$ cat src/rtl/spi_ctl_pkg.sv
package spi_ctl_pkg;
    localparam int WORD_W  = 16;
    localparam int CH      = 3;
    // command word positions
    localparam int HS_MSB  = 15;
    localparam int LS_MSB  = 12;
    localparam int PH_MSB  = 9;
    localparam int PL_MSB  = 6;
    localparam int OCS_BIT = 3;
    localparam int SRR_BIT = 2;
    localparam int SI_BIT  = 1;
    // reply word positions
    localparam int TP_BIT  = 15;
    localparam int HSS_MSB = 14;
    localparam int LSS_MSB = 11;
    localparam int OVL_BIT = 0;

    typedef struct packed {
        logic [CH-1:0] hs;
        logic [CH-1:0] ls;
        logic [CH-1:0] ph;
        logic [CH-1:0] pl;
        logic          ocs;
        logic          si;
    } cmd_t;

    function automatic cmd_t decode_cmd(input logic [WORD_W-1:0] w);
        cmd_t c;
        c.hs  = w[HS_MSB -: CH];
        c.ls  = w[LS_MSB -: CH];
        c.ph  = w[PH_MSB -: CH];
        c.pl  = w[PL_MSB -: CH];
        c.ocs = w[OCS_BIT];
        c.si  = w[SI_BIT];
        return c;
    endfunction

    function automatic logic [WORD_W-1:0] build_status(
        input logic tp, input logic [CH-1:0] hs, input logic [CH-1:0] ls,
        input logic ovl);
        logic [WORD_W-1:0] w;
        w = '0;
        w[TP_BIT]        = tp;
        w[HSS_MSB -: CH] = hs;
        w[LSS_MSB -: CH] = ls;
        w[OVL_BIT]       = ovl;
        return w;
    endfunction
endpackage

$ cat src/rtl/spi_sync.sv
module spi_sync #(
    parameter int          STAGES = 2,
    parameter int          N      = 3,
    parameter logic [2:0]  INIT   = 3'b000
) (
    input  logic         clk,
    input  logic         rst_n,
    input  logic [N-1:0] din,
    output logic [N-1:0] lvl,
    output logic [N-1:0] rise,
    output logic [N-1:0] fall
);
    localparam int DEPTH = STAGES + 1;

    logic [DEPTH-1:0][N-1:0] pipe_d, pipe_q;

    always_comb begin
        pipe_d[0] = din;
        for (int k = 1; k < DEPTH; k++) begin
            pipe_d[k] = pipe_q[k-1];
        end
    end

    always_ff @(posedge clk or negedge rst_n) begin
        if (!rst_n) begin
            for (int k = 0; k < DEPTH; k++) pipe_q[k] <= INIT[N-1:0];
        end else begin
            pipe_q <= pipe_d;
        end
    end

    assign lvl  = pipe_q[STAGES-1];
    assign rise = pipe_q[STAGES-1] & ~pipe_q[STAGES];
    assign fall = ~pipe_q[STAGES-1] & pipe_q[STAGES];
endmodule

$ cat src/rtl/spi_shifter.sv
module spi_shifter
    import spi_ctl_pkg::*;
(
    input  logic              clk,
    input  logic              rst_n,
    input  logic              cs_lvl,
    input  logic              cs_fall,
    input  logic              cs_rise,
    input  logic              sck_rise,
    input  logic              sck_fall,
    input  logic              sdi,
    input  logic [WORD_W-1:0] stat_word,
    output logic              sdo,
    output logic              sdo_oe,
    output logic              commit,
    output logic [WORD_W-1:0] rx_word
);
    localparam int CW = $clog2(WORD_W + 2);
    localparam logic [CW-1:0] CNT_FULL = CW'(WORD_W);
    localparam logic [CW-1:0] CNT_SAT  = CW'(WORD_W + 1);

    typedef struct packed {
        logic              active;
        logic [CW-1:0]     cnt;
        logic [WORD_W-1:0] rx;
        logic [WORD_W-1:0] tx;
        logic              commit;
        logic [WORD_W-1:0] word;
    } sh_t;

    sh_t s_d, s_q;

    always_comb begin
        s_d        = s_q;
        s_d.commit = 1'b0;
        if (cs_fall) begin
            s_d.active = 1'b1;
            s_d.cnt    = '0;
            s_d.tx     = stat_word;
        end else if (cs_rise) begin
            s_d.active = 1'b0;
            if (s_q.active && s_q.cnt == CNT_FULL) begin
                s_d.commit = 1'b1;
                s_d.word   = s_q.rx;
            end
        end else if (s_q.active) begin
            if (sck_rise) begin
                s_d.rx = {s_q.rx[WORD_W-2:0], sdi};
                if (s_q.cnt != CNT_SAT) s_d.cnt = s_q.cnt + 1'b1;
            end else if (sck_fall && s_q.cnt != '0) begin
                s_d.tx = {s_q.tx[WORD_W-2:0], 1'b0};
            end
        end
    end

    always_ff @(posedge clk or negedge rst_n) begin
        if (!rst_n) s_q <= '0;
        else        s_q <= s_d;
    end

    assign sdo     = s_q.active ? s_q.tx[WORD_W-1] : 1'b0;
    assign sdo_oe  = s_q.active;
    assign commit  = s_q.commit;
    assign rx_word = s_q.word;

    // first reply bit equals the TP status captured at the select edge
    a_r2_tp_first: assert property (@(posedge clk) disable iff (!rst_n)
        $rose(sdo_oe) |-> sdo == $past(stat_word[TP_BIT]));
    // commit only after exactly WORD_W clocks
    a_r3_commit_count: assert property (@(posedge clk) disable iff (!rst_n)
        commit |-> $past(s_q.cnt) == CNT_FULL);
    // reply held steady between serial falling edges
    a_r5_tx_hold: assert property (@(posedge clk) disable iff (!rst_n)
        s_q.active && !cs_fall && !sck_fall |=> $stable(s_q.tx));
    // driver off once select has been high for a cycle
    a_r8_oe_idle: assert property (@(posedge clk) disable iff (!rst_n)
        $past(cs_lvl) && cs_lvl |-> !sdo_oe);
endmodule

$ cat src/rtl/spi_cmd_reg.sv
module spi_cmd_reg
    import spi_ctl_pkg::*;
(
    input  logic              clk,
    input  logic              rst_n,
    input  logic              commit,
    input  logic [WORD_W-1:0] word,
    output cmd_t              cmd,
    output logic              srr_pulse
);
    typedef struct packed {
        cmd_t cmd;
        logic srr;
    } cr_t;

    cr_t c_d, c_q;

    always_comb begin
        c_d     = c_q;
        c_d.srr = 1'b0;
        if (commit) begin
            c_d.cmd = decode_cmd(word);
            c_d.srr = word[SRR_BIT];
        end
    end

    always_ff @(posedge clk or negedge rst_n) begin
        if (!rst_n) c_q <= '0;
        else        c_q <= c_d;
    end

    assign cmd       = c_q.cmd;
    assign srr_pulse = c_q.srr;

    // without a commit the command register does not move
    a_r3_cmd_hold: assert property (@(posedge clk) disable iff (!rst_n)
        !commit |=> $stable(cmd));
    // fault reset is a single-cycle pulse
    a_r7_srr_single: assert property (@(posedge clk) disable iff (!rst_n)
        srr_pulse |=> !srr_pulse);
    // pulse only follows a commit
    a_r7_srr_cause: assert property (@(posedge clk) disable iff (!rst_n)
        srr_pulse |-> $past(commit));
endmodule

$ cat src/rtl/spi_ctl_top.sv
module spi_ctl_top
    import spi_ctl_pkg::*;
#(
    parameter int SYNC_STAGES = 2
) (
    input  logic          clk,
    input  logic          rst_n,
    input  logic          spi_sclk,
    input  logic          spi_cs_n,
    input  logic          spi_sdi,
    output logic          spi_sdo,
    output logic          spi_sdo_oe,
    input  logic          temp_warn,
    input  logic [CH-1:0] hs_stat,
    input  logic [CH-1:0] ls_stat,
    input  logic          overload,
    output logic [CH-1:0] hs_on,
    output logic [CH-1:0] ls_on,
    output logic [CH-1:0] pwm_hs_sel,
    output logic [CH-1:0] pwm_ls_sel,
    output logic          oc_shutdown_en,
    output logic          run_en,
    output logic          fault_reset
);
    // bit 2: sdi, bit 1: cs_n, bit 0: sclk; cs_n idles high
    logic [2:0]        s_lvl, s_rise, s_fall;
    logic [WORD_W-1:0] stat_word;
    logic              commit;
    logic [WORD_W-1:0] rx_word;
    cmd_t              cmd;

    spi_sync #(.STAGES(SYNC_STAGES), .N(3), .INIT(3'b010)) u_sync (
        .clk  (clk),
        .rst_n(rst_n),
        .din  ({spi_sdi, spi_cs_n, spi_sclk}),
        .lvl  (s_lvl),
        .rise (s_rise),
        .fall (s_fall)
    );

    assign stat_word = build_status(temp_warn, hs_stat, ls_stat, overload);

    spi_shifter u_shift (
        .clk      (clk),
        .rst_n    (rst_n),
        .cs_lvl   (s_lvl[1]),
        .cs_fall  (s_fall[1]),
        .cs_rise  (s_rise[1]),
        .sck_rise (s_rise[0]),
        .sck_fall (s_fall[0]),
        .sdi      (s_lvl[2]),
        .stat_word(stat_word),
        .sdo      (spi_sdo),
        .sdo_oe   (spi_sdo_oe),
        .commit   (commit),
        .rx_word  (rx_word)
    );

    spi_cmd_reg u_cmd (
        .clk      (clk),
        .rst_n    (rst_n),
        .commit   (commit),
        .word     (rx_word),
        .cmd      (cmd),
        .srr_pulse(fault_reset)
    );

    assign hs_on          = cmd.hs;
    assign ls_on          = cmd.ls;
    assign pwm_hs_sel     = cmd.ph;
    assign pwm_ls_sel     = cmd.pl;
    assign oc_shutdown_en = cmd.ocs;
    assign run_en         = cmd.si;

    // a commit always reflects the captured word's enables on the next cycle
    a_r4_load: assert property (@(posedge clk) disable iff (!rst_n)
        commit |=> hs_on == $past(rx_word[HS_MSB -: CH]) && run_en == $past(rx_word[SI_BIT]));
endmodule

$ cat config.mk
export PLATFORM = sky130hd
export DESIGN_NAME = spi_ctl_top
export DESIGN_NICKNAME = d
export VERILOG_FILES = /design/src/rtl/spi_ctl_pkg.sv /design/src/rtl/spi_sync.sv /design/src/rtl/spi_shifter.sv /design/src/rtl/spi_cmd_reg.sv /design/src/rtl/spi_ctl_top.sv
export SDC_FILE = /design/constraint.sdc
export NUM_CORES = 1
export LEC_CHECK = 0
export ABC_CLOCK_PERIOD_IN_PS = 2900
export BUFFER_PORTS_ARGS = -buffer_cell sky130_fd_sc_hd__buf_2
export CAP_MARGIN = 20
export CORE_AREA = 2 2 76 78
export CTS_CLUSTER_DIAMETER = 80
export DETAILED_ROUTE_END_ITERATION = 12
export DIE_AREA = 0 0 78 80
export GPL_ROUTABILITY_DRIVEN = 0
export PLACE_DENSITY_LB_ADDON = 0.05
export SYNTH_ARGS = -nofsm -noshare
export SYNTH_HDL_FRONTEND = slang
export SYNTH_SLANG_ARGS = --single-unit
$ cat constraint.sdc
create_clock -name clk -period 2.9 [get_ports clk]
set_clock_uncertainty 0.2 [all_clocks]
set_input_delay 0.29 -clock clk [delete_from_list [all_inputs] [get_ports clk]]
set_output_delay 0.29 -clock clk [all_outputs]
set_load 0.03 [all_outputs]
==> impl_results.md <==
- RSZ-0062 raised after global routing: false
- CTS tree: done
- Max_slew headroom: 0.533
- Commonest non-fill, non-tap cell in the layout: dfrtp_1
- Final period util: 0.796
- Ports: 30
- CP arrival: 2.33 ns
- Die area: 0.00624 mm^2
- Area delta synth->final: 14.7%
- Min-Delay Path Class: primary input to flip-flop
- Fmax: 433 MHz
- CTS root buffer: clkbuf_8
- Total Power: 2.05 mW
- Met2 GRT Util: 0.319
- CP Class: flip-flop to flip-flop
- Register area share after synthesis: 0.627
- Period minus WS final: 2.31 ns
- Placed wire-length estimate: 3.62 mm
- Resized Gates After CTS: 0
- Top FF cell, synth: dfrtp_1
- Endpoints failing hold: 0
- Post-Syn Instances: 200
- R2R cell count: 5
- # diodes: 0
- CP Max Fanout: 16
- Status: finished, final reports clean
- WL/cell: 16.6 um
- Gr usage total: 0.193
- DR vias/cell: 5.47
- Cts bufs inserted: 9
- Peak supply drop: 0.427 mV
- Htree depth: 3
- PwrDens: 580 mW/mm^2
- Slew Limit Fails: 0
- Total of max-cap violations: 0
- Nets: 258
- First-pass GRT wire length: 9.09 mm
- Final Setup Violations: 0
- Layout cells sized above 1: 0.451
- Crit end category: flip-flop
- Core Rows: 27
- Final WS setup: 0.592 ns
- Commonest cells after routing, fill and taps aside: 74 x dfrtp_1, 52 x mux2_2, 29 x buf_2
- Filler cell count in the final layout: 397
- Detailed Route WL: 5.23 mm
- Core ar.: 0.00541 mm^2
- Met1 GRT Util: 0.247
- Leak pwr: 1.82 nW
- Syn Std Cell Area: 0.00308 mm^2
- Vias in the first global route: 1872
- Yosys cell types: 34
- Starting Density: 0.570
- Met3 Usage GRT: 0.0419
- Post-route ant nets: 0
- GRT overflow: 0
- Initial antenna violation count: 0
- Syn nets: 218
- Clk sinks: 77
- Pre-CTS WS: 0.605 ns
- Most used routing layer: met2
- I/O Buffers: 29
- DR iter-0 viols: 69
- Syn avg cell area: 15.4 um^2
- Initial DRT Pass Iterations: 4
- Setup tns final: 0 ns
- DRC: 0
- Die height: 80 um
- Largest net degree at the start of global routing: 34
- Postcts setup bufs: 0
- Via count: 1730
- Clock Latency Late Sink: 0.34 ns
- Die width: 78 um
- Yosys Warn Count: 0
- Ys async rst share: 1.00
- Hold depth: 3
- CTS clk-pin slew, worst paths: 0.08 ns
- CTS Buffer Depth: 2
- Yosys reg bits: 77
- Setup crit start kind: flip-flop
- Post-synth EDFFs: 0
- Data required, critical path: 2.92 ns
- Measured slew at the worst slew-check pin: 0.701 ns
[cell type report]
class | instances | area, um^2 | share of cell area
inverter | 6 | 22.5 | 0.00637
clock buffer | 9 | 124 | 0.0350
tap | 72 | 90.1 | 0.0255
sequential | 77 | 1930 | 0.546
timing repair buffer | 38 | 223 | 0.0630
multi-input combinational | 108 | 1080 | 0.306
clock inverter | 6 | 63.8 | 0.0181
[repair_timing]
item                                   CTS  global route
endpoints found under the hold margin   27             0
setup endpoints to repair                0             0
hold buffers                             4             0
[routing by layer]
metal  up-vias  share of wire
li1        807              -
met1       887           0.46
met2        27           0.50
met3         9          0.027
met4         0          0.014
met5         -              0
[Yosys cell counts, types with 2 or more instances]
cell       instances  area [um^2]
dfrtp_1           74         1850
mux2_2            52          586
a22o_1            15          131
inv_1              6         22.5
ha_1               5         62.6
buf_2              4         20.0
clkbuf_1           4         15.0
dfstp_2            3         78.8
nand3_1            3         15.0
nor4_1             3         18.8
o2bb2ai_1          3         26.3
a21o_1             2         15.0
a41oi_1            2         17.5
and2_1             2         12.5
and3_1             2         12.5
nor2b_1            2         12.5
[cells by family after synthesis]
group / Yosys count / synth area share
compound gates: 24 / 0.0699
mux: 53 / 0.194
fa+ha+maj: 5 / 0.0203
xor+xnor: 1 / 0.00284
simple gates: 25 / 0.0642
buf+inv: 15 / 0.0223
flops: 77 / 0.627
[metrics by stage]
stage	cells	hold slack (ns)	cell area [um^2]	util
final	316	0.111	3530	0.654
after global routing	316	0.110	3530	0.654
after CTS	316	0.0993	3530	0.654
after detailed placement	297	0.122	3310	0.612
after global placement	297	0.0998	3310	0.612
after floorplan	200	-0.206	3080	-
[sequential cells by signal, summed over array words and instances (netlist names)]
| name | count |
|---|---|
| u_cmd.cmd | 14 |
| u_cmd.srr_pulse | 1 |
| u_shift.commit | 1 |
| u_shift.rx_word | 15 |
| u_shift.s_q | 37 |
| u_shift.sdo_oe | 1 |
| u_sync.lvl | 3 |
| u_sync.pipe_d | 3 |
| u_sync.pipe_q | 2 |
[worst max-delay path, stage by stage, from the launching register on]
cell	delay, ns
dfrtp_1	0.44
inv_1	0.08
ha_1	0.15
or4b_4	0.49
a21oi_4	0.42
mux2_2	0.40
[final timing paths]
check,from,endpoint,slack [ns]
worst max-delay path,u_shift.s_q[49],u_shift.s_q[32],0.59
worst min-delay path,hs_stat[2],u_shift.s_q[31],0.11
worst max register to register,u_shift.s_q[49],u_shift.s_q[32],0.59
worst min register to register,u_sync.pipe_d[4],u_sync.lvl[1],0.15
max in group asynchronous,rst_n,u_sync.pipe_d[4],1.36
min in group asynchronous,rst_n,u_shift.rx_word[12],0.27
[where the power goes]
part	internal, mW	switching (mW)	total, mW
sequential	1.12	0.0306	1.15
combinational	0.0654	0.0703	0.136
clock	0.392	0.376	0.769
total	1.57	0.477	2.05
(Power assumes the default switching activity.)
